**config.mk**
```make
export PLATFORM = sky130hd
export DESIGN_NAME = sram_nt
export DESIGN_NICKNAME = d
export VERILOG_FILES = /design/src/rtl/sram_nt_pkg.sv /design/src/rtl/sram_nt_dec.sv /design/src/rtl/sram_nt_pipe.sv /design/src/rtl/sram_nt_store.sv /design/src/rtl/sram_nt.sv
export SDC_FILE = /design/constraint.sdc
export NUM_CORES = 2
export LEC_CHECK = 0
export CORE_MARGIN = 4
export CORE_UTILIZATION = 45
export CTS_CLUSTER_DIAMETER = 150
export DETAILED_ROUTE_END_ITERATION = 10
export DONT_BUFFER_PORTS = 1
export PLACE_DENSITY_LB_ADDON = 0.3
export RECOVER_POWER = 100
export SYNTH_ARGS = -nofsm -noshare
export SYNTH_HDL_FRONTEND = slang
export SYNTH_SLANG_ARGS = --single-unit
```
**constraint.sdc**
```tcl
create_clock -name clk -period 3.7 [get_ports clk]
set_input_delay 0.555 -clock clk [delete_from_list [all_inputs] [get_ports clk]]
set_output_delay 0.555 -clock clk [all_outputs]
set_load 0.005 [all_outputs]
```
**src/rtl/sram_nt_pkg.sv**
```systemverilog
package sram_nt_pkg;

    typedef enum logic [1:0] {
        BK_IDLE  = 2'd0,
        BK_READ  = 2'd1,
        BK_WRITE = 2'd2
    } burst_kind_t;

    typedef enum logic [1:0] {
        OP_NONE  = 2'd0,
        OP_READ  = 2'd1,
        OP_WRITE = 2'd2
    } op_kind_t;

    localparam int BURST_BITS = 2;

    function automatic logic [BURST_BITS-1:0] wrap_step(input logic [BURST_BITS-1:0] v);
        return v + 1'b1;
    endfunction

endpackage

```
**src/rtl/sram_nt_dec.sv**
```systemverilog
module sram_nt_dec
    import sram_nt_pkg::*;
#(
    parameter int ADDR_W = 6,
    parameter int BYTES  = 2
) (
    input  logic              clk,
    input  logic              rst,
    input  logic              en,
    input  logic              burst_next,
    input  logic              wr_n,
    input  logic [BYTES-1:0]  byte_en_n,
    input  logic              cs0_n,
    input  logic              cs1,
    input  logic              cs2_n,
    input  logic [ADDR_W-1:0] addr,
    output op_kind_t          op_kind,
    output logic [ADDR_W-1:0] op_addr,
    output logic [BYTES-1:0]  op_be,
    output burst_kind_t       b_kind,
    output logic [1:0]        burst_lo
);
    logic [ADDR_W-1:0] b_addr;
    logic [ADDR_W-1:0] step_addr;
    logic [ADDR_W-1:0] nxt_addr;
    burst_kind_t       nxt_kind;
    logic              selected;
    logic              any_be;

    assign selected = !cs0_n && cs1 && !cs2_n;
    assign any_be   = |(~byte_en_n);
    assign burst_lo = b_addr[1:0];

    always_comb begin
        step_addr      = b_addr;
        step_addr[1:0] = wrap_step(b_addr[1:0]);
    end

    always_comb begin
        nxt_kind = b_kind;
        nxt_addr = b_addr;
        op_kind  = OP_NONE;
        op_addr  = b_addr;
        op_be    = ~byte_en_n;
        if (!burst_next) begin
            if (selected && wr_n) begin
                op_kind  = OP_READ;
                op_addr  = addr;
                nxt_kind = BK_READ;
                nxt_addr = addr;
            end else if (selected && any_be) begin
                op_kind  = OP_WRITE;
                op_addr  = addr;
                nxt_kind = BK_WRITE;
                nxt_addr = addr;
            end else begin
                nxt_kind = BK_IDLE;
            end
        end else begin
            unique case (b_kind)
                BK_READ: begin
                    op_kind  = OP_READ;
                    op_addr  = step_addr;
                    nxt_addr = step_addr;
                end
                BK_WRITE: begin
                    op_kind  = any_be ? OP_WRITE : OP_NONE;
                    op_addr  = step_addr;
                    nxt_addr = step_addr;
                end
                default: ;
            endcase
        end
    end

    always_ff @(posedge clk) begin
        if (rst) begin
            b_kind <= BK_IDLE;
            b_addr <= '0;
        end else if (en) begin
            b_kind <= nxt_kind;
            b_addr <= nxt_addr;
        end
    end

endmodule

```
**src/rtl/sram_nt_pipe.sv**
```systemverilog
module sram_nt_pipe
    import sram_nt_pkg::*;
#(
    parameter int ADDR_W = 6,
    parameter int BYTES  = 2
) (
    input  logic              clk,
    input  logic              rst,
    input  logic              en,
    input  op_kind_t          op_kind,
    input  logic [ADDR_W-1:0] op_addr,
    input  logic [BYTES-1:0]  op_be,
    output op_kind_t          s1_kind,
    output logic [ADDR_W-1:0] s1_addr,
    output op_kind_t          s2_kind,
    output logic [ADDR_W-1:0] s2_addr,
    output logic [BYTES-1:0]  s2_be
);
    logic [BYTES-1:0] s1_be;

    always_ff @(posedge clk) begin
        if (rst) begin
            s1_kind <= OP_NONE;
            s1_addr <= '0;
            s1_be   <= '0;
            s2_kind <= OP_NONE;
            s2_addr <= '0;
            s2_be   <= '0;
        end else if (en) begin
            s1_kind <= op_kind;
            s1_addr <= op_addr;
            s1_be   <= op_be;
            s2_kind <= s1_kind;
            s2_addr <= s1_addr;
            s2_be   <= s1_be;
        end
    end

endmodule

```
**src/rtl/sram_nt_store.sv**
```systemverilog
module sram_nt_store #(
    parameter int ADDR_W = 6,
    parameter int BYTES  = 2,
    parameter int BYTE_W = 8,
    localparam int DATA_W = BYTES * BYTE_W,
    localparam int DEPTH  = 1 << ADDR_W
) (
    input  logic              clk,
    input  logic              rst,
    input  logic              en,
    input  logic              wr,
    input  logic [ADDR_W-1:0] wr_addr,
    input  logic [BYTES-1:0]  wr_be,
    input  logic [DATA_W-1:0] wdata,
    input  logic              rd,
    input  logic [ADDR_W-1:0] rd_addr,
    output logic [DATA_W-1:0] rdata,
    output logic              rvalid
);
    logic [DATA_W-1:0] mem [DEPTH];
    logic [DATA_W-1:0] fwd;
    logic              hit;

    assign hit = wr && (wr_addr == rd_addr);

    for (genvar g = 0; g < BYTES; g++) begin : g_lane
        assign fwd[g*BYTE_W +: BYTE_W] = (hit && wr_be[g]) ? wdata[g*BYTE_W +: BYTE_W]
                                                           : mem[rd_addr][g*BYTE_W +: BYTE_W];
    end

    always_ff @(posedge clk) begin
        if (rst) begin
            for (int i = 0; i < DEPTH; i++) mem[i] <= '0;
        end else if (en && wr) begin
            for (int b = 0; b < BYTES; b++) begin
                if (wr_be[b]) mem[wr_addr][b*BYTE_W +: BYTE_W] <= wdata[b*BYTE_W +: BYTE_W];
            end
        end
    end

    always_ff @(posedge clk) begin
        if (rst) begin
            rvalid <= 1'b0;
            rdata  <= '0;
        end else if (en) begin
            rvalid <= rd;
            if (rd) rdata <= fwd;
        end
    end

endmodule

```
**src/rtl/sram_nt.sv**
```systemverilog
module sram_nt
    import sram_nt_pkg::*;
#(
    parameter int ADDR_W = 6,
    parameter int BYTES  = 2,
    parameter int BYTE_W = 8,
    localparam int DATA_W = BYTES * BYTE_W
) (
    input  logic              clk,
    input  logic              rst,
    input  logic              stall,
    input  logic              burst_next,
    input  logic              wr_n,
    input  logic [BYTES-1:0]  byte_en_n,
    input  logic              cs0_n,
    input  logic              cs1,
    input  logic              cs2_n,
    input  logic              out_en_n,
    input  logic              sleep,
    input  logic [ADDR_W-1:0] addr,
    input  logic [DATA_W-1:0] dq_in,
    output logic [DATA_W-1:0] dq_out,
    output logic              dq_oe
);
    logic              en;
    op_kind_t          op_kind;
    logic [ADDR_W-1:0] op_addr;
    logic [BYTES-1:0]  op_be;
    burst_kind_t       b_kind;
    logic [1:0]        burst_lo;
    op_kind_t          s1_kind;
    logic [ADDR_W-1:0] s1_addr;
    op_kind_t          s2_kind;
    logic [ADDR_W-1:0] s2_addr;
    logic [BYTES-1:0]  s2_be;
    logic              rvalid;

    assign en = !stall && !sleep;

    sram_nt_dec #(.ADDR_W(ADDR_W), .BYTES(BYTES)) u_dec (
        .clk(clk), .rst(rst), .en(en),
        .burst_next(burst_next), .wr_n(wr_n), .byte_en_n(byte_en_n),
        .cs0_n(cs0_n), .cs1(cs1), .cs2_n(cs2_n), .addr(addr),
        .op_kind(op_kind), .op_addr(op_addr), .op_be(op_be),
        .b_kind(b_kind), .burst_lo(burst_lo)
    );

    sram_nt_pipe #(.ADDR_W(ADDR_W), .BYTES(BYTES)) u_pipe (
        .clk(clk), .rst(rst), .en(en),
        .op_kind(op_kind), .op_addr(op_addr), .op_be(op_be),
        .s1_kind(s1_kind), .s1_addr(s1_addr),
        .s2_kind(s2_kind), .s2_addr(s2_addr), .s2_be(s2_be)
    );

    sram_nt_store #(.ADDR_W(ADDR_W), .BYTES(BYTES), .BYTE_W(BYTE_W)) u_store (
        .clk(clk), .rst(rst), .en(en),
        .wr(s2_kind == OP_WRITE), .wr_addr(s2_addr), .wr_be(s2_be), .wdata(dq_in),
        .rd(s1_kind == OP_READ), .rd_addr(s1_addr),
        .rdata(dq_out), .rvalid(rvalid)
    );

    assign dq_oe = rvalid && !out_en_n && !sleep;

endmodule

```
# ---- Yosys cells after proc, flatten, opt, wreduce, memory -nomap -nowiden
# Memories as Yosys holds them, arrays and structs flattened. A register that Yosys moved wholly into a read port is not among the register bits.
# Index checks and enable logic that the tools add are counted.
dict set report totals {
  register_bits 23
  mem_bits_rw 1024
  in_bits 34
  word_cells 62
  memories 1
}
# name depth width rd rd_clocked_by_memory_dff wr line_no
set mem_list {}
lappend mem_list {u_store.mem 64 16 1 1 64 sram_nt_store.sv:20} ;# logic [DATA_W-1:0] mem [DEPTH];
dict set report classes {
  add_sub_neg 1
  eq_ne 5
  mux 22
  bitwise 2
  n_reduce_logical 22
}
# operator n
set op_table {}
lappend op_table {{2-to-1 mux 6 bit} 4}
lappend op_table {{2-to-1 mux 16 bit} 1}
lappend op_table {{OR reduction 16 bit} 1}
lappend op_table {{2-to-1 mux 2 bit} 6}
lappend op_table {{2-to-1 mux 1 bit} 10}
lappend op_table {{logical AND 1 bit} 8}
lappend op_table {{AND reduction 3 bit} 2}
lappend op_table {{zero test 1 bit} 5}
lappend op_table {{equality test 2 x 1 -> 1 bit, second input constant} 2}
lappend op_table {{equality test 2 bit, second input constant} 2}
lappend op_table {{one-hot mux 2 bit (2 select lines)} 1}
lappend op_table {{AND reduction 2 bit} 2}
lappend op_table {{OR reduction 2 bit} 2}
lappend op_table {{nonzero test 3 bit} 1}
lappend op_table {{adder 2 x 1 -> 2 bit, second input constant} 1}
lappend op_table {{!= test 2 bit, second input constant} 1}
lappend op_table {{inverter 2 bit} 1}
lappend op_table {{nonzero test 2 bit} 1}
lappend op_table {{inverter 1 bit} 1}

# ---- Depth between registers and ports, before layout
dict set report logic_depth {
  ltp_word 8
  mapped_depth 12
  mapped_depth_nobuf 6
}

# ---- Modules after synthesis
# Synthesis repeated with hierarchy kept, for this count alone.
dict set report unflattened {
  hier_cells 3364
  area_unflattened_um2 50151.8
}
# module n_inst cells_each area_each_um2 seq_area_each_um2
set by_module_without_submodules {}
lappend by_module_without_submodules {sram_nt_store 1 3223 48808.1 31089.8}
lappend by_module_without_submodules {sram_nt_pipe 1 64 705.7 400.4}
lappend by_module_without_submodules {sram_nt_dec 1 73 609.3 160.2}
lappend by_module_without_submodules {sram_nt 1 4 28.8 0.0}

# ---- Least setup slack after synthesis
# No wires, ideal clock.
dict set report synth_timing {
  kind {input to register}
  start {input sleep}
  end {memory u_store.mem[58][0] (netlist bit), enable pin}
  setup_time_ns 0.309
  arrival_ns 2.267
  required_time_ns 3.391
  path_slack_ns 1.124
  stages 7
  path_buffers 1
  path_cell_list {or2_2 clkbuf_1 or2_2 nor2_1 nand3_1 nor2_1 or2_2}
}
# item line_no
set synth_rtl {}
lappend synth_rtl {{start: declaration} sram_nt.sv:19} ;# input logic sleep,
lappend synth_rtl {{end: declaration} sram_nt_store.sv:20}

==> results.yml <==
detailed_routing:
  drt_first_pass_iters: 5
  ant_nets: 0
  via_per_inst: 5.84
  wl_per_cell_um: 26.9
  wl_um: 132000
  drcViolationCount: 0
  via_count: 28700
  drt_iter0_markers: 3337
cells_and_area:
  area_growth_pct: 10.6
  layout_commonest_cell: "edfxtp_1"
  drive_above_1_share_pct: 14.5
  nNetsFinal: 3444
  fin_area_um2: 54600
  most-common-layout-cells: "edfxtp_1 (1024), and2_0 (562), and2_1 (465), mux4_2 (232), nor2_1 (163)"
synthesis:
  synth-seq-cells: 1063
  synthFlopType: "edfxtp_1"
  syn_inst: 3374
  yosysWarnings: 0
  synth_edf_count: 1024
  synth_area_leader_cell: "edfxtp_1"
  seq_area_frac_synth_pct: 63.9
  syn-cell-area_um2: 49400
  syn_avg_cell_area_um2: 14.6
  synth_top_area_share_pct: 62.3
  syn_nets: 3410
  yosysUniqueCellTypes: 55
  yosys-top-cells-area: "edfxtp_1 (62%), and2_1 (13%), mux4_2 (11%)"
  async_flop_share_pct: 0
pwr:
  leakage_nw: 18.2
  vdd_drop_max_uv: 385
  power.density_nw_per_um2: 465
  power.total_mw: 25.4
die:
  io_pins: 51
  fp.dieArea_um2: 115000
  num_rows: 121
  core_area_um2: 109000
  die_height_um: 339
  die_w_um: 339
  start_util_pct: 45.4
run_status:
  status: "finished with violations"
  violations: "capacitance limit, slew limit"
critical_path:
  path_max_fanout: 24
  reg2reg_depth: 8
  r2r-end: "u_store.rdata[4]"
  cpPeakStageDelay_ns: 1.18
  path_cells: "inv_1, clkbuf_2, nor2_1, buf_4, a21oi_1, o21ai_0, o211a_1, nor4_1"
  critPathKind: "reg2reg"
  cp-end-kind: "flop"
  cpLargestDelayFamily: "flip-flops"
  critical_path_buf_inv_count: 3
  cp.required_ns: 4.26
  crit_start: "u_pipe.s1_addr[5]"
  worst_setup_path_start_kind: "flop"
  arrival_ns: 3.90
  slowest_stage: "dfxtp_1"
  r2r_slack_ns: 0.36
  rr_startpoint: "u_pipe.s1_addr[5]"
sta:
  drv_slew: 38
  worst_pin_slew_ns: 1.71
  rsz0062_at_grt: "no"
  fin_setup_tns_ns: 0
  fin_crit_ns: 3.34
  finClkSkew_ns: 0.0321
  slew_headroom_pct: -14.0
  holdWs_ns: 0.0445
  setup_violations: 0
  period_share_pct: 90.2
  timing.final.hold_violations: 0
  max_freq_ghz: 0.300
placed_design:
  place_area_um2: 51400
  finalWeightedCongestion: 0.856
  dp_hpwl_um: 82400
  port_buffers: 0
global_routing:
  antenna_found_initial: 7
  grt_max_degree: 158
  grtUsageTotal_pct: 22.5
  grt_pass1_wl_um: 192000
  grt_pass1_vias: 28100
  grt_overflow: 0
cts:
  cts_made_buffers: 106
  clkLatencyLatePin_ns: 0.68
  ctsLongestPathBuffers: 3
  cts.clk_slew.worst_paths_ns: 0.07
  cts_tree: "built"
  ctsRootBufferMaster: "clkbuf_16"
  clock_sinks: 1063
  htreeDepth: 3
  postCtsSetupBuffers: 0
worst_hold_path:
  holdCritStartpoint: "rst"
  whs_path_depth: 1
  holdPathEnd: "u_store.rdata[12]"
  holdCritPathClass: "in2reg"
run:
  drv_cap: 3
## sequential cells by signal, summed over array words and instances, names as in the netlist
name,count
u_dec.b_kind,2
u_pipe.s1_addr,6
u_pipe.s1_be,2
u_pipe.s1_kind,2
u_pipe.s2_addr,6
u_pipe.s2_be,2
u_pipe.s2_kind,2
u_store.mem,1024
u_store.rdata,16
u_store.rvalid,1
## how the worst max path moves through the flow
stage | end | cells after the start
2_1_floorplan | u_store.mem[58][0] | 7
3_3_place_gp | u_store.mem[62][11] | 6
3_5_place_dp | u_store.mem[58][12] | 6
4_1_cts | u_store.rdata[6] | 8
5_1_grt | u_store.mem[36][8] | 6
6_report | u_store.rdata[4] | 8
## final cells by class
cell class | instances | area [um^2]
Fill cell | 9047 | 54300
Sequential cell | 1063 | 31500
Multi-Input combinational cell | 2051 | 16700
Clock buffer | 122 | 2760
Tap cell | 1414 | 1770
Timing Repair Buffer | 179 | 1070
Clock inverter | 72 | 756
Inverter | 7 | 26.3
Antenna cell | 3 | 7.51
## synthesized netlist by cell type (all sizes together) (16+ instances only)
master and number:
mux2i 71, dfxtp 39, nand3 24, clkbuf 183
edfxtp 1024, mux4 234, mux2 34, a21oi 53
or2 132, nor2b 16, and2 1027, nor2 164
o21ai 17, buf 70, nand2 56, a211oi 19
a22oi 48, nor3 20, o22ai 23
## metrics by stage
| stage | worst slack (ns) | util, % | instances |
|---|---|---|---|
| final | 0.361 | 50.1 | 4911 |
| after global routing | 0.278 | 50.1 | 4909 |
| after CTS | 0.678 | 50.5 | 4908 |
| after detailed placement | 0.537 | 47.2 | 4705 |
| after global placement | 0.604 | 47.2 | 4705 |
| after floorplan | 1.12 | - | 3374 |
## routing by layer
metal | wire, um | GRT usage (%) | up-vias
met1 | 55300 | 32.1 | 14700
met3 | 11900 | 4.83 | 243
met2 | 61200 | 35.3 | 1322
li1 | - | - | 12500
met4 | 3490 | 5.91 | 4
met5 | 23 | 0 | -
## cell families after synthesis
group / synth area share, %
buffers and inverters: 2.41
adders and majority gates: 0.0507
xor gates and xnor gates: 0.106
DFF: 63.9
AOI/OAI and AO/OA: 3.01
and+or+nand+nor: 17.7
muxes: 12.9
## worst register-to-register path, stage by stage, from the launching register on
cell and delay, ns:
dfxtp_1 1.18, inv_1 0.16, clkbuf_2 0.39, nor2_1 0.66, buf_4 0.32, a21oi_1 0.10, o21ai_0 0.15, o211a_1 0.22
nor4_1 0.04
## where the power goes
| part | switching, mW | internal (mW) | leakage, nW |
|---|---|---|---|
| Combinational | 0.428 | 0.264 | 5.69 |
| Sequential | 0.156 | 13.6 | 10.8 |
| Clock | 4.62 | 6.37 | 1.71 |
| Total | 5.21 | 20.2 | 18.2 |
## repair_timing
item                      CTS  global route
hold buffers                9             0
resized for setup           0             0
hold endpoints to repair   16             0
(Power assumes the default switching activity.)
